File: src/rtl/scan_cell_tester.sv
module scan_cell_tester #(
  parameter int DR_W    = 13,
  parameter int HALF_W  = 6,
  parameter int VEC_CNT = 40,
  parameter int VEC_MUL = 2897,
  parameter int VEC_ADD = 311,
  parameter int IDX_W   = $clog2(VEC_CNT)
) (
  input  logic              clk,
  input  logic              rst_n,
  input  logic              dr_sel,
  input  logic              dr_capture,
  input  logic              dr_shift,
  input  logic              dr_update,
  input  logic              tdi,
  output logic              tdo,
  output logic [DR_W-1:0]   cell_stim,
  input  logic [HALF_W-1:0] resp_a,
  input  logic [HALF_W-1:0] resp_b,
  input  logic              restart,
  input  logic              clear_fail,
  output logic [IDX_W-1:0]  vec_idx,
  output logic              done,
  output logic              fail_a,
  output logic              fail_b
);
  localparam int RESP_W = 2 * HALF_W;

  function automatic logic [DR_W-1:0] vec_of(input int k);
    logic [31:0] t;
    t = k * VEC_MUL + VEC_ADD;
    return t[DR_W-1:0];
  endfunction

  function automatic logic [HALF_W-1:0] good_half(input logic [DR_W-1:0] v);
    return v[HALF_W-1:0] ^ v[RESP_W-1:HALF_W] ^ {HALF_W{v[RESP_W]}};
  endfunction

  logic [DR_W-1:0]   sr;
  logic              armed;
  logic [HALF_W-1:0] exp_half;

  wire cap = dr_sel & dr_capture;
  wire sh  = dr_sel & dr_shift & ~dr_capture;
  wire upd = dr_sel & dr_update;
  wire cmp = cap & armed & ~done;

  assign exp_half = good_half(vec_of(int'(vec_idx)));
  assign tdo      = sr[0];

  always_ff @(posedge clk) begin
    if (!rst_n) begin
      sr        <= '0;
      cell_stim <= '0;
    end else begin
      if (cap)      sr <= DR_W'({resp_b, resp_a});
      else if (sh)  sr <= {tdi, sr[DR_W-1:1]};
      if (upd)      cell_stim <= sr;
    end
  end

  always_ff @(posedge clk) begin
    if (!rst_n) begin
      armed   <= 1'b0;
      vec_idx <= '0;
      done    <= 1'b0;
    end else begin
      if (restart)  armed <= 1'b0;
      else if (upd) armed <= 1'b1;
      else if (cap) armed <= 1'b0;
      if (restart) begin
        vec_idx <= '0;
        done    <= 1'b0;
      end else if (cmp) begin
        if (vec_idx == IDX_W'(VEC_CNT - 1)) done <= 1'b1;
        else                                vec_idx <= vec_idx + 1'b1;
      end
    end
  end

  always_ff @(posedge clk) begin
    if (!rst_n) begin
      fail_a <= 1'b0;
      fail_b <= 1'b0;
    end else begin
      fail_a <= (fail_a & ~clear_fail) | (cmp & (resp_a != exp_half));
      fail_b <= (fail_b & ~clear_fail) | (cmp & (resp_b != exp_half));
    end
  end

  assert_stim_hold_R3: assert property (@(posedge clk) disable iff (!rst_n)
    !(dr_sel && dr_update) |=> $stable(cell_stim));
  assert_sticky_a_R7: assert property (@(posedge clk) disable iff (!rst_n)
    fail_a && !clear_fail |=> fail_a);
  assert_sticky_b_R7: assert property (@(posedge clk) disable iff (!rst_n)
    fail_b && !clear_fail |=> fail_b);
  assert_idx_range_R8: assert property (@(posedge clk) disable iff (!rst_n)
    vec_idx < IDX_W'(VEC_CNT));
  assert_done_hold_R8: assert property (@(posedge clk) disable iff (!rst_n)
    done && !restart |=> done && $stable(vec_idx));
  assert_no_advance_R5: assert property (@(posedge clk) disable iff (!rst_n)
    !(dr_sel && dr_capture) && !restart |=> $stable(vec_idx));
  assert_capture_load_R4: assert property (@(posedge clk) disable iff (!rst_n)
    dr_sel && dr_capture |=> tdo == $past(resp_a[0]));
endmodule

File: config.mk
export PLATFORM = sky130hd
export DESIGN_NAME = scan_cell_tester
export DESIGN_NICKNAME = d
export VERILOG_FILES = /design/src/rtl/scan_cell_tester.sv
export SDC_FILE = /design/constraint.sdc
export NUM_CORES = 1
export LEC_CHECK = 0
export ABC_CLOCK_PERIOD_IN_PS = 12350
export BUFFER_PORTS_ARGS = -buffer_cell sky130_fd_sc_hd__buf_2
export CORE_MARGIN = 2
export CORE_UTILIZATION = 64
export CTS_BUF_LIST = sky130_fd_sc_hd__clkbuf_4
export CTS_CLUSTER_SIZE = 14
export DETAILED_ROUTE_END_ITERATION = 6
export PLACE_DENSITY = 0.94
export SYNTH_ARGS = -nofsm -noshare
export SYNTH_HDL_FRONTEND = slang
export SYNTH_SLANG_ARGS = --single-unit
File: constraint.sdc
create_clock -name clk -period 12.35 [get_ports clk]
set_clock_uncertainty 0.15 [all_clocks]
set_input_delay 2.47 -clock clk [delete_from_list [all_inputs] [get_ports clk]]
set_output_delay 2.47 -clock clk [all_outputs]
set_load 0.05 [all_outputs]
==> metrics, run 1 <==
status finished, final reports clean; Worst Setup End Kind flop; worst hold path class flop to flop; post-route setup TNS 0 ps; initial antenna violation count 0; Syn Nets 367; Reg clk slew, reported paths 130 ps; H-tree depth 2; Flop pwr share 50.5%; largest area contributor in the netlist dfxtp_1; clock power share 34.6%; ratio of cells with drive above 1 in the final layout 16.95%; total CTS buffers 5; pre-CTS WS 7839 ps; worst relative slew slack 47.18%; cells after synthesis 309; kind of critical path flop to flop; Yosys reg bits 36; routability cong. 0.8473; CTS tree done; static leakage 0.001580 uW; DR vias/cell 6.005; ANT nets after route 0; via count 2390; initial core utilization 67.51%; largest net degree at the start of global routing 30; area share of the largest cell type after synthesis 26.12%; clk_lat worst skew 340 ps; Final Hold Viols 0; first-pass GRT wire length 10840 um; diodes inserted 0; CTS Root Cell clkbuf_4; Post-synth EDFFs 0; Cells after DPL 390; drt wl/cell 16.39 um; vias in the first global route 2401; total track usage 27.78%; switching pwr 68.06 uW; Longest Clk Path Bufs 2; I/O pin count 44; Int Pwr 176.8 uW; chip height 69.66 um; Non-Filler Instances 398; CP required 12430 ps; Post-Syn Area per Cell 8.928 um^2; core area 4086 um^2; Buffers on Ports 43; Setup Fix Bufs, Post-CTS 0; Setup-failing EPs final 0; startpoint types flop; DRC errors left 0; final worst-path cycle share 36.57%; CP max FO 8; Die Wd 69.66 um; Pre-antenna DRT Iters 5; fill count 303; Final WS setup 7834 ps; dpl hpwl 5042 um; Mapped Area 2759 um^2; Synth async-reset ratio 0%; DR iter-0 viols 200; WP data arrival 4590 ps; Logic pwr share 14.9%; Area Growth Syn to Fin 11.34%; synth unique cells 42; Net Sw Frac 27.80%; total gr overflow 0; Synth Flop Type dfxtp_1; Max Cap Viol 0; total die area 4852 um^2; PD cells 79.71 nW/um^2; post-synthesis sequential area ratio 26.12%; synth warn 0; RSZ-0062 raised after global routing false; Worst IR Drop VDD 0.07311 mV; Final nets 405; Sink Count 36; Slew Limit Fails 0; fin crit period 4516 ps; hold buffers post-CTS 0; main area contributors after synthesis dfxtp_1 26%, ha_1 13%, xnor2_1 7.6%, nand2_1 5.9%, fa_1 5.8%; aggregate routed wire length 6523 um; Fmax achieved 221.4 MHz; row count 23; Worst-Margin Slew 792.3 ps; PostCTS Resize Cnt 0
==> state kept, by name, indices dropped and copies added (netlist names) <==
register and count:
fail_b 1, vec_idx 6, cell_stim 13, sr 13
armed 1, fail_a 1, done 1
==> power by group through the flow <==
| stage | Clock (uW) | Sequential (uW) | Combinational [uW] |
|---|---|---|---|
| final | 84.8 | 124 | 36.5 |
| after global placement | 0 | 126 | 34.8 |
| after floorplan | 0 | 131 | 21.0 |
| after global routing | 90.5 | 124 | 39.6 |
| after detailed placement | 0 | 126 | 35.7 |
| after CTS | 84.6 | 123 | 36.2 |
==> stage by stage <==
stage | cell area (um^2) | hold WS [ps] | utilization [%] | total power (uW)
after detailed placement | 2992 | 303.1 | 73.21 | 161.8
after global placement | 2992 | 296.8 | 73.21 | 160.7
after floorplan | 2759 | 298.3 | - | 151.6
after CTS | 3072 | 320.0 | 75.17 | 244.2
after global routing | 3072 | 343.9 | 75.17 | 254.1
final | 3072 | 317.2 | 75.17 | 244.8
==> worst max-delay path, stage by stage (launching register included) <==
cell,delay [ps]
dfxtp_1,500
inv_1,120
ha_1,400
fa_1,550
inv_1,60
fa_1,450
ha_1,330
ha_1,370
nor3_1,80
nor2_1,190
o41ai_4,130
xnor2_2,220
or3_4,430
a221oi_2,260
a41oi_1,150
==> layer usage <==
metal  share of wire [%]  wire [um]  track usage, %
met3                 6.8        442           7.413
met5                   0          0               0
met4                 2.5        162           10.04
met1                  41       2696           33.03
met2                  49       3222           48.18
==> synthesized netlist by cell type (2+ instances only) <==
cell and count:
inv_1 27, o21ai_0 3, fa_1 8, a21boi_0 14, nand2_1 43, xnor2_1 24
a31oi_1 2, nor2_1 14, nand3_1 29, nor2b_1 3, xnor3_1 5, a21oi_1 3
xnor2_2 2, a41oi_1 2, o211a_1 12, o21a_1 2, xor2_1 10, nand2b_1 2
ha_1 29, clkbuf_1 12, dfxtp_1 36, a211oi_1 3, nand4_1 5
==> cell families (layout without fill, tap and decap cells) <==
family	after synthesis	in the layout	share of synthesized area, %
and+or+nand+nor	105	105	17.73
AOI/OAI and AO/OA	51	51	15.83
DFF	36	36	26.12
adders and majority gates	37	37	18.96
buffers and inverters	39	78	5.306
xor gates and xnor gates	41	41	16.05
==> final cells by class <==
| class | instances | area [um^2] | share of cell area, % |
|---|---|---|---|
| Timing Repair Buffer | 43 | 215.2 | 7.006 |
| Clock inverter | 3 | 42.54 | 1.385 |
| Inverter | 27 | 101.3 | 3.299 |
| Clock buffer | 5 | 37.54 | 1.222 |
| Tap cell | 50 | 62.56 | 2.037 |
| Multi-Input combinational cell | 234 | 1892 | 61.59 |
| Sequential cell | 36 | 720.7 | 23.46 |
==> path summary, 6_finish.rpt <==
path         cells past startpoint          start             to  slack, ps
max                             14     vec_idx[2]         fail_b       7830
min                              2  cell_stim[12]  cell_stim[12]        320
max reg2reg                     14     vec_idx[2]         fail_b       7830
min reg2reg                      2  cell_stim[12]  cell_stim[12]        320
==> placed cells by master, fill, tap and decap left out, types with 2 or more instances in the layout <==
cell and count:
nand2b_1 2, a41oi_1 2, nand3_1 29, dfxtp_1 36
xnor3_1 5, ha_1 29, o211a_1 12, o21ai_0 3
nand4_1 5, inv_1 27, nor2_1 14, o21a_1 2
nand2_1 43, a21boi_0 14, a21oi_1 3, xor2_1 10
clkbuf_4 5, fa_1 8, xnor2_2 2, xnor2_1 24
a31oi_1 2, a211oi_1 3, buf_2 43, nor2b_1 3
(Power assumes the default switching activity.)
==> run 2, diff against run 1 <==
Settings changed: ABC_AREA set to 1, ABC_CLOCK_PERIOD_IN_PS 12350 to 3740, CORE_UTILIZATION 64 to 54, PLACE_DENSITY 0.94 to 0.84.
Clock period 12.35 ns to 3.74 ns, I/O delays scaled along.
==> run 2 against run 1 <==
Critical endpoint unchanged. Clock power grew to 3.3 times the previous value. Clock-buffer cell count up 1. The run now ends with negative setup slack left. Combinational power rose to 4.5 times the previous value. Synthesized area increased by 10%.
==> metrics, run 2 <==
first-pass GRT wire length 12880 um (was 10840 um); status finished, violations left (was finished, final reports clean); H-tree depth 2 (unchanged); total gr overflow 0 (unchanged); switching pwr 262.0 uW (was 68.06 uW); Post-Syn Area per Cell 6.576 um^2 (was 8.928 um^2); Syn Nets 520 (was 367); diodes inserted 0 (unchanged); Design Power 861.1 uW (was 244.8 uW); failing checks negative setup slack; DR vias/cell 5.670 (was 6.005); Layout Utilization 71.49% (was 75.17%); Worst-Margin Slew 646.3 ps (was 792.3 ps); Flop pwr share 47.9% (was 50.5%); PD cells 220.1 nW/um^2 (was 79.71 nW/um^2); synth warn 0 (unchanged); Area Growth Syn to Fin 28.79% (was 11.34%); Logic pwr share 19.2% (was 14.9%); Pre-antenna DRT Iters 6 (was 5); via count 3351 (was 2390); area share of the largest cell type after synthesis 23.72% (was 26.12%); Register Area 743.2 um^2 (was 720.7 um^2); row count 27 (was 23); CP max FO 4 (was 8); startpoint types flop (unchanged); Reg clk slew, reported paths 130 ps (about the same); Setup-failing EPs final 2 (was 0); Net Sw Frac 30.42% (was 27.80%); Max Cap Viol 0 (unchanged); ratio of cells with drive above 1 in the final layout 29.29% (was 16.95%); static leakage 0.002006 uW (was 0.001580 uW); Die Wd 79.01 um (was 69.66 um); post-route setup TNS -417.1 ps (was 0 ps); Yosys reg bits 36 (unchanged); CTS Root Cell clkbuf_4 (unchanged); clk_lat worst skew 360 ps (was 340 ps); largest net degree at the start of global routing 27 (was 30); top cells by instance count after synthesis 114 x nand2_1, 66 x inv_1, 58 x nor2_1 (was 43 x nand2_1, 36 x dfxtp_1, 29 x ha_1, 29 x nand3_1, 27 x inv_1); DR iter-0 viols 405 (was 200); most frequent cells in the layout 97 x nand2_1, 63 x inv_1, 54 x nor2_1, 43 x buf_2, 30 x dfxtp_1 (was 43 x nand2_1, 43 x buf_2, 36 x dfxtp_1, 29 x nand3_1, 29 x ha_1); Post-synth EDFFs 0 (unchanged); Longest Clk Path Bufs 2 (unchanged); Sink Count 36 (unchanged); DRC errors left 0 (unchanged); dpl cell area 3442 um^2 (was 2992 um^2); clock power share 32.9% (was 34.6%); kind of critical path flop to flop (unchanged); Worst IR Drop VDD 0.2048 mV (was 0.07311 mV); Slew Limit Fails 0 (unchanged); CP required 3880 ps (was 12430 ps); Synth async-reset ratio 0% (unchanged); worst hold path class flop to flop (unchanged); multi-input logic area 2402 um^2 (was 1892 um^2); core area 5473 um^2 (was 4086 um^2); final worst-path cycle share 106.3% (was 36.57%); initial core utilization 55.51% (was 67.51%); total die area 6242 um^2 (was 4852 um^2); critical path buffer and inverter count 3 (was 2); post-synthesis sequential area ratio 23.72% (was 26.12%); synth unique cells 32 (was 42); CP Cell Sequence inv_4 -> ha_4 -> fa_1 -> inv_2 -> fa_1 -> ha_4 -> ha_4 -> nand2_4 -> nor2_4 -> nand3b_1 -> nand3_2 -> nand3_4 -> buf_6 -> nand3_1 -> nand3_1 -> nand2_1 -> nor2_1 -> nand3_1 -> nand2_1 -> a21oi_1 (was inv_1 -> ha_1 -> fa_1 -> inv_1 -> fa_1 -> ha_1 -> ha_1 -> nor3_1 -> nor2_1 -> o41ai_4 -> xnor2_2 -> or3_4 -> a221oi_2 -> a41oi_1); I/O pin count 44 (unchanged); fin crit period 3974 ps (was 4516 ps); CTS tree done (unchanged); vias in the first global route 2899 (was 2401); Largest regs cell_stim (13), sr (13), vec_idx (6) (unchanged); ANT nets after route 0 (unchanged); total track usage 25.66% (was 27.78%); dpl hpwl 5954 um (was 5042 um); crit path max-delay cell type fa_1 (unchanged); aggregate routed wire length 8807 um (was 6523 um); Mapped Area 3038 um^2 (was 2759 um^2); hold buffers post-CTS 0 (unchanged); WP data arrival 4120 ps (was 4590 ps); routability cong. 0.9664 (was 0.8473); Int Pwr 599.1 uW (was 176.8 uW); Top delay family on crit path adder cells (unchanged); total CTS buffers 5 (unchanged); count leader, synth nand2_1 (unchanged); Final Hold Viols 0 (unchanged); post-route cell area 3913 um^2 (was 3072 um^2); pre-CTS WS -83.39 ps (was 7839 ps); Synth Flop Type dfxtp_1 (unchanged); Final nets 576 (was 405); fill count 435 (was 303); Fmax achieved 251.6 MHz (was 221.4 MHz); Worst Setup End Kind flop (unchanged); drt wl/cell 14.90 um (was 16.39 um); RSZ-0062 raised after global routing true (was false); Buffers on Ports 43 (unchanged); Final WS setup -233.9 ps (was 7834 ps); cells after synthesis 462 (was 309); largest area contributor in the netlist dfxtp_1 (unchanged); worst relative slew slack 56.81% (was 47.18%); commonest non-fill, non-tap cell in the layout nand2_1; main area contributors after synthesis dfxtp_1 24%, nand2_1 14%, ha_1 12%, inv_1 8.2%, nor2_1 7.2% (was dfxtp_1 26%, ha_1 13%, xnor2_1 7.6%, nand2_1 5.9%, fa_1 5.8%); max incr delay on CP 570 ps (was 550 ps); initial antenna violation count 0 (unchanged); chip height 79.01 um (was 69.66 um)
==> run 2: worst register-to-register path: stages (launching register included) <==
cell	delay [ps]
dfxtp_4	390
inv_4	50
ha_4	210
fa_1	500
inv_2	40
fa_1	570
ha_4	230
ha_4	300
nand2_4	80
nor2_4	110
nand3b_1	140
nand3_2	160
nand3_4	170
buf_6	180
nand3_1	130
nand3_1	110
nand2_1	120
nor2_1	50
nand3_1	80
nand2_1	60
a21oi_1	120
==> run 2: logic make-up (layout without fill, tap and decap cells) <==
family / after synthesis / after routing / synth area share [%]
and+or+nand+nor: 246 / 248 / 35.59
buffers and inverters: 81 / 136 / 10.67
AOI/OAI and AO/OA: 55 / 55 / 10.54
adders and majority gates: 37 / 37 / 17.22
DFF: 36 / 36 / 23.72
xor gates and xnor gates: 7 / 7 / 2.265
==> run 2: power by group through the flow <==
stage	clock (uW)	sequential, uW	combinational [uW]
floorplan	0	454	76.6
global placement	0	421	148
detailed placement	0	421	150
CTS	286	412	151
global route	300	415	181
finish	283	412	166
==> run 2: repair_timing <==
item | in CTS | in global routing
endpoints found under the setup margin | 2 | 2
resized for setup | 9 | 65
buffers inserted | 1 | 2
pin swaps | 5 | 31
cloned | 2 | 0
==> run 2: per-stage QoR <==
| step | std cells | hold slack, ps |
|---|---|---|
| after floorplan | 462 | 291.7 |
| after global placement | 578 | 300.8 |
| after detailed placement | 578 | 317.5 |
| after CTS | 589 | 332.9 |
| after global routing | 591 | 347.9 |
| final | 591 | 334.7 |
==> run 2: cell type report <==
cell class	instances	area share, %
multi-input combinational	347	61.40
sequential	36	19.00
timing repair buffer	58	8.475
inverter	70	6.780
tap	72	2.303
clock buffer	6	1.151
clock inverter	2	0.8954
==> run 2: final timing paths <==
path	startpoint	end	slack (ps)	cells past startpoint
hold reg to reg	cell_stim[8]	cell_stim[8]	330	2
hold / removal	cell_stim[8]	cell_stim[8]	330	2
setup reg to reg	vec_idx[2]	fail_b	-230	20
setup / recovery	vec_idx[2]	fail_b	-230	20
==> run 2: metal layers <==
| metal | global-route usage, % | vias to the layer above | share of wire, % |
|---|---|---|---|
| li1 | - | 1591 | - |
| met2 | 41.69 | 203 | 48 |
| met5 | 0 | - | 0 |
| met3 | 4.773 | 50 | 8.2 |
| met1 | 34.05 | 1507 | 40 |
| met4 | 9.310 | 0 | 3.8 |
